**config.mk**
```make
export PLATFORM = sky130hd
export DESIGN_NAME = prn_out_port
export DESIGN_NICKNAME = d
export VERILOG_FILES = /design/src/rtl/prn_pkg.sv /design/src/rtl/prn_addr_dec.sv /design/src/rtl/prn_timing.sv /design/src/rtl/prn_sync.sv /design/src/rtl/prn_handshake.sv /design/src/rtl/prn_out_port.sv
export SDC_FILE = /design/constraint.sdc
export NUM_CORES = 1
export LEC_CHECK = 0
export ABC_AREA = 1
export ABC_CLOCK_PERIOD_IN_PS = 3300
export BUFFER_PORTS_ARGS = -buffer_cell sky130_fd_sc_hd__buf_2
export CAP_MARGIN = 40
export CORE_ASPECT_RATIO = 1.4
export CORE_MARGIN = 4
export CORE_UTILIZATION = 42
export CTS_BUF_LIST = sky130_fd_sc_hd__clkbuf_16
export DETAILED_ROUTE_END_ITERATION = 10
export GPL_ROUTABILITY_DRIVEN = 0
export PLACE_DENSITY_LB_ADDON = 0.2
export REMOVE_ABC_BUFFERS = 1
export SLEW_MARGIN = 20
export SYNTH_ARGS = -nofsm -noshare
export SYNTH_HDL_FRONTEND = slang
export SYNTH_SLANG_ARGS = --single-unit
export TNS_END_PERCENT = 30
```
**constraint.sdc**
```tcl
create_clock -name clk -period 3.3 [get_ports clk]
set_clock_uncertainty 0.15 [all_clocks]
set_input_delay 0.165 -clock clk [delete_from_list [all_inputs] [get_ports clk]]
set_output_delay 0.165 -clock clk [all_outputs]
set_load 0.1 [all_outputs]
```
**src/rtl/prn_pkg.sv**
```systemverilog
package prn_pkg;
  typedef enum logic {
    ST_IDLE    = 1'b0,
    ST_RESPOND = 1'b1
  } prn_state_e;
endpackage

```
**src/rtl/prn_addr_dec.sv**
```systemverilog
module prn_addr_dec #(
  parameter int          ADDR_W    = 32,
  parameter logic [31:0] BASE_ADDR = 32'hFFFF_0010
) (
  input  logic [ADDR_W-1:0] addr,
  output logic              hit,
  output logic              sel_status
);
  localparam logic [ADDR_W-1:0] BASE = BASE_ADDR[ADDR_W-1:0];

  always_comb begin
    hit        = (addr[ADDR_W-1:1] == BASE[ADDR_W-1:1]);
    sel_status = addr[0];
  end
endmodule

```
**src/rtl/prn_timing.sv**
```systemverilog
module prn_timing
  import prn_pkg::*;
(
  input  logic clk,
  input  logic rst_n,
  input  logic hit,
  input  logic rw,
  input  logic sel_status,
  output logic go,
  output logic respond,
  output logic rw_q,
  output logic sel_q
);
  prn_state_e state_q, state_d;
  logic       go_d;
  logic       cap_en;

  // A start pulse is only issued from the idle state, once per address phase
  always_comb begin
    cap_en = hit && (state_q == ST_IDLE) && !go;
    go_d   = cap_en;
  end

  always_comb begin
    state_d = state_q;
    case (state_q)
      ST_IDLE:    if (go) state_d = ST_RESPOND;
      ST_RESPOND: state_d = ST_IDLE;
      default:    state_d = ST_IDLE;
    endcase
  end

  always_ff @(posedge clk or negedge rst_n) begin
    if (!rst_n) begin
      state_q <= ST_IDLE;
      go      <= 1'b0;
    end else begin
      state_q <= state_d;
      go      <= go_d;
    end
  end

  // Access kind is captured together with the start pulse
  always_ff @(posedge clk or negedge rst_n) begin
    if (!rst_n) begin
      rw_q  <= 1'b0;
      sel_q <= 1'b0;
    end else if (cap_en) begin
      rw_q  <= rw;
      sel_q <= sel_status;
    end
  end

  assign respond = (state_q == ST_RESPOND);
endmodule

```
**src/rtl/prn_sync.sv**
```systemverilog
module prn_sync #(
  parameter int STAGES = 2
) (
  input  logic clk,
  input  logic rst_n,
  input  logic async_in,
  output logic sync_out,
  output logic fell
);
  logic [STAGES-1:0] chain_q;
  logic              last_q;

  generate
    for (genvar i = 0; i < STAGES; i++) begin : g_stage
      if (i == 0) begin : g_first
        always_ff @(posedge clk or negedge rst_n) begin
          if (!rst_n) chain_q[0] <= 1'b0;
          else        chain_q[0] <= async_in;
        end
      end else begin : g_next
        always_ff @(posedge clk or negedge rst_n) begin
          if (!rst_n) chain_q[i] <= 1'b0;
          else        chain_q[i] <= chain_q[i-1];
        end
      end
    end
  endgenerate

  always_ff @(posedge clk or negedge rst_n) begin
    if (!rst_n) last_q <= 1'b0;
    else        last_q <= chain_q[STAGES-1];
  end

  assign sync_out = chain_q[STAGES-1];
  assign fell     = last_q && !chain_q[STAGES-1];
endmodule

```
**src/rtl/prn_handshake.sv**
```systemverilog
module prn_handshake #(
  parameter int DATA_W = 8
) (
  input  logic              clk,
  input  logic              rst_n,
  input  logic              load,
  input  logic [DATA_W-1:0] wdata,
  input  logic              idle_fell,
  output logic [DATA_W-1:0] data_q,
  output logic              valid_q
);
  logic valid_d;

  always_comb begin
    valid_d = valid_q;
    if (idle_fell) valid_d = 1'b0;
    if (load)      valid_d = 1'b1;
  end

  always_ff @(posedge clk or negedge rst_n) begin
    if (!rst_n)    data_q <= '0;
    else if (load) data_q <= wdata;
  end

  always_ff @(posedge clk or negedge rst_n) begin
    if (!rst_n) valid_q <= 1'b0;
    else        valid_q <= valid_d;
  end
endmodule

```
**src/rtl/prn_out_port.sv**
```systemverilog
module prn_out_port #(
  parameter int          ADDR_W      = 32,
  parameter int          DATA_W      = 8,
  parameter logic [31:0] BASE_ADDR   = 32'hFFFF_0010,
  parameter int          SYNC_STAGES = 2
) (
  input  logic              clk,
  input  logic              rst_n,
  input  logic [ADDR_W-1:0] bus_addr,
  input  logic              bus_rw,
  input  logic [DATA_W-1:0] bus_wdata,
  output logic [DATA_W-1:0] bus_rdata,
  output logic              bus_ready,
  output logic [DATA_W-1:0] prn_data,
  output logic              prn_valid,
  input  logic              prn_idle
);
  logic addr_hit, sel_status;
  logic go, rw_q, sel_q;
  logic load;
  logic sout, idle_fell;

  prn_addr_dec #(.ADDR_W(ADDR_W), .BASE_ADDR(BASE_ADDR)) u_dec (
    .addr(bus_addr), .hit(addr_hit), .sel_status(sel_status)
  );

  prn_timing u_timing (
    .clk(clk), .rst_n(rst_n), .hit(addr_hit), .rw(bus_rw),
    .sel_status(sel_status), .go(go), .respond(bus_ready),
    .rw_q(rw_q), .sel_q(sel_q)
  );

  prn_sync #(.STAGES(SYNC_STAGES)) u_sync (
    .clk(clk), .rst_n(rst_n), .async_in(prn_idle),
    .sync_out(sout), .fell(idle_fell)
  );

  assign load = go && !rw_q && !sel_q;

  prn_handshake #(.DATA_W(DATA_W)) u_hs (
    .clk(clk), .rst_n(rst_n), .load(load), .wdata(bus_wdata),
    .idle_fell(idle_fell), .data_q(prn_data), .valid_q(prn_valid)
  );

  always_comb begin
    bus_rdata = '0;
    if (bus_ready && rw_q && sel_q) bus_rdata = {{(DATA_W-1){1'b0}}, sout};
  end
endmodule

```
==> summary.md <==
| Metric | Value |
|---|---|
| Status | `complete, no violations` |
| Worst skew pair latency | `0.24 ns` |
| Setup repair after global routing missed its margin | `false` |
| Clock tree from TritonCTS | `done` |
| Area of the die | `2720 um^2` |
| Final hold slack | `0.00269 ns` |
| Power per cell area | `470 nW/um^2` |
| Worst-path clk slew | `0.05 ns` |
| Fmax achieved | `0.615 GHz` |
| Diodes inserted | `0` |
| Startpoint type of the worst setup path | `flip-flop` |
| P_leak | `0.000724 uW` |
| Instance area at placement | `1080 um^2` |
| Final-stage net count | `194` |
| Area Overhead vs Synth | `45.9%` |
| Post-DR vias/cell | `4.45` |
| Number of antenna violations at the first check in global routing | `0` |
| Global-route total usage across every layer | `13.6%` |
| Minimum period implied by the final worst setup slack | `1.63 ns` |
| Buffers added on ports | `54` |
| Final setup violating endpoints | `0` |
| Number of buffers between clock root and the deepest sink | `2` |
| Post-synthesis cell area | `816 um^2` |
| Share of synthesized area occupied by flip-flops and latches | `49.1%` |
| Drt total wl | `1740 um` |
| FP Rows | `18` |
| Via count of the first global-routing pass | `715` |
| Count of yosys warnings during synthesis | `0` |
| Largest fanout of any net on the critical path | `3` |
| Post-Route Setup TNS | `0 ns` |
| Post-route worst setup slack | `1.67 ns` |
| Max-slew violations | `0` |
| First-pass GRT wire length | `2680 um` |
| Drt wl/cell | `10.3 um` |
| Fin util | `66.0%` |
| Worst Path Required | `2.98 ns` |
| Number of buffers created by CTS | `3` |
| DR pass1 iterations | `4` |
| Buffer cell driving the clock tree root | `sky130_fd_sc_hd__clkbuf_16` |
| Filler Cell Count | `167` |
| Critical path type | `reg -> out` |
| Number of violations reported at the end of detailed-routing iteration 0 | `9` |
| Number of vias after detailed routing | `752` |
| Worst setup timing slack at the placement stage | `1.93 ns` |
| Post-route cell area | `1190 um^2` |
| Final ANT Viol Nets | `0` |
| Horizontal extent of the die | `45.2 um` |
| Data arrival time of the worst path | `1.31 ns` |
| Post-CTS setup buffer count | `0` |
| Endpoints failing hold | `0` |
| Post-DP HPWL | `1460 um` |
| H-Tree Depth | `1` |
| HP Class | `in -> reg` |
| Remaining routing DRC violations | `0` |
| Area of the core | `1800 um^2` |
| Ports placed on the boundary | `62` |
| Sinks on the clock net | `16` |
| Initial Utilization | `45.3%` |
| Post-synthesis instance total | `89` |
| Post-synthesis cell type count | `15` |
| Share of the clock period used by the worst path | `49.3%` |
| Number of violations of the max-capacitance limit | `0` |
| Mean instance size in the synthesized netlist | `9.17 um^2` |
| Proportion of layout cells with a drive suffix above 1 | `46.3%` |
| Die span in y | `60.1 um` |
| Worst IR drop on VDD | `0.242 mV` |
| Kind of end point of the critical path | `output pin` |
| Register bit count reported by yosys | `16` |
| Largest net degree at the start of global routing | `17` |
| Total global routing overflow | `0` |
[logic make-up after synthesis]
group / Yosys count / synth area share (%)
DFF: 16 / 49.1
buffers and inverters: 22 / 13.3
other: 1 / 0.460
and+or+nand+nor: 41 / 21.8
muxes: 8 / 14.7
AOI/OAI and AO/OA: 1 / 0.613
[worst max-delay path: stages, from the launching register on]
cell and delay (ns):
sky130_fd_sc_hd__dfrtp_1 0.37, sky130_fd_sc_hd__inv_1 0.07, sky130_fd_sc_hd__nor3_1 0.18, sky130_fd_sc_hd__buf_2 0.45
[flip-flops by register name (all words and copies together), names as in the netlist]
signal / cells
u_hs.data_q: 8
u_sync.sync_out: 1
u_timing.respond: 1
u_hs.valid_q: 1
u_sync.chain_q: 1
u_timing.sel_q: 1
u_sync.last_q: 1
u_timing.rw_q: 1
u_timing.go: 1
[cells in the final DEF (no fill, tap or decap), types with 3 or more instances in the layout]
cell / instances
sky130_fd_sc_hd__inv_1: 14
sky130_fd_sc_hd__clkbuf_16: 3
sky130_fd_sc_hd__mux2_4: 8
sky130_fd_sc_hd__dlygate4sd3_1: 3
sky130_fd_sc_hd__buf_2: 54
sky130_fd_sc_hd__conb_1: 7
sky130_fd_sc_hd__nand2_1: 21
sky130_fd_sc_hd__nor2_1: 11
sky130_fd_sc_hd__dfrtp_1: 16
[stage by stage]
stage	total power [uW]	cells
global placement	329	162
CTS	567	169
floorplan	296	88
detailed placement	332	162
finish	559	169
global route	580	169
[final cells by class]
| cell class | count | area, um^2 | share of cell area [%] |
|---|---|---|---|
| sequential | 16 | 400 | 33.6 |
| multi-input combinational | 57 | 329 | 27.7 |
| timing repair buffer | 57 | 300 | 25.2 |
| clock buffer | 3 | 75.1 | 6.31 |
| inverter | 15 | 56.3 | 4.73 |
| tap | 20 | 25.0 | 2.10 |
| clock inverter | 1 | 3.75 | 0.315 |
[routing by layer]
layer	GRT usage, %	up-vias	wire length, um
met4	7.95	0	31
met5	0	-	0
met3	4.82	4	216
met2	24.7	41	903
met1	12.5	331	590
li1	-	376	-
[final timing paths]
kind	from	endpoint	slack [ns]	cells after the start
min	bus_wdata[4]	u_hs.data_q[4]	0.003	2
min in group asynchronous	rst_n	u_hs.data_q[3]	0.21	2
max reg2reg	u_timing.sel_q	u_hs.data_q[7]	2.00	3
min reg2reg	u_sync.chain_q[0]	u_sync.sync_out	0.20	0
max	u_timing.respond	bus_rdata[0]	1.67	3
max in group asynchronous	rst_n	u_hs.data_q[2]	2.53	2
[cell usage after synthesis, drive strengths merged]
master  count  area share (%)
nand3       2             1.2
nor2       13             6.6
dfrtp      16              49
conb        1            0.46
buf         7             6.4
nand4       2             1.5
nor3        1            0.61
mux2        8              15
o21ai       1            0.61
inv        15             6.9
nand2      22              11
and3        1            0.77
[where the power goes]
group	leakage (uW)	internal, uW	total (uW)	switching [uW]
registers	0.000198	204	207	3.32
clock network	0.0000385	160	228	68.4
logic	0.000488	33.2	124	90.5
[what timing repair did]
| action | CTS | global route |
|---|---|---|
| hold endpoints to repair | 18 | 0 |
| hold buffers | 3 | 0 |
| gates resized for setup | 0 | 0 |
No activity file was read; power rests on OpenSTA's default activity.
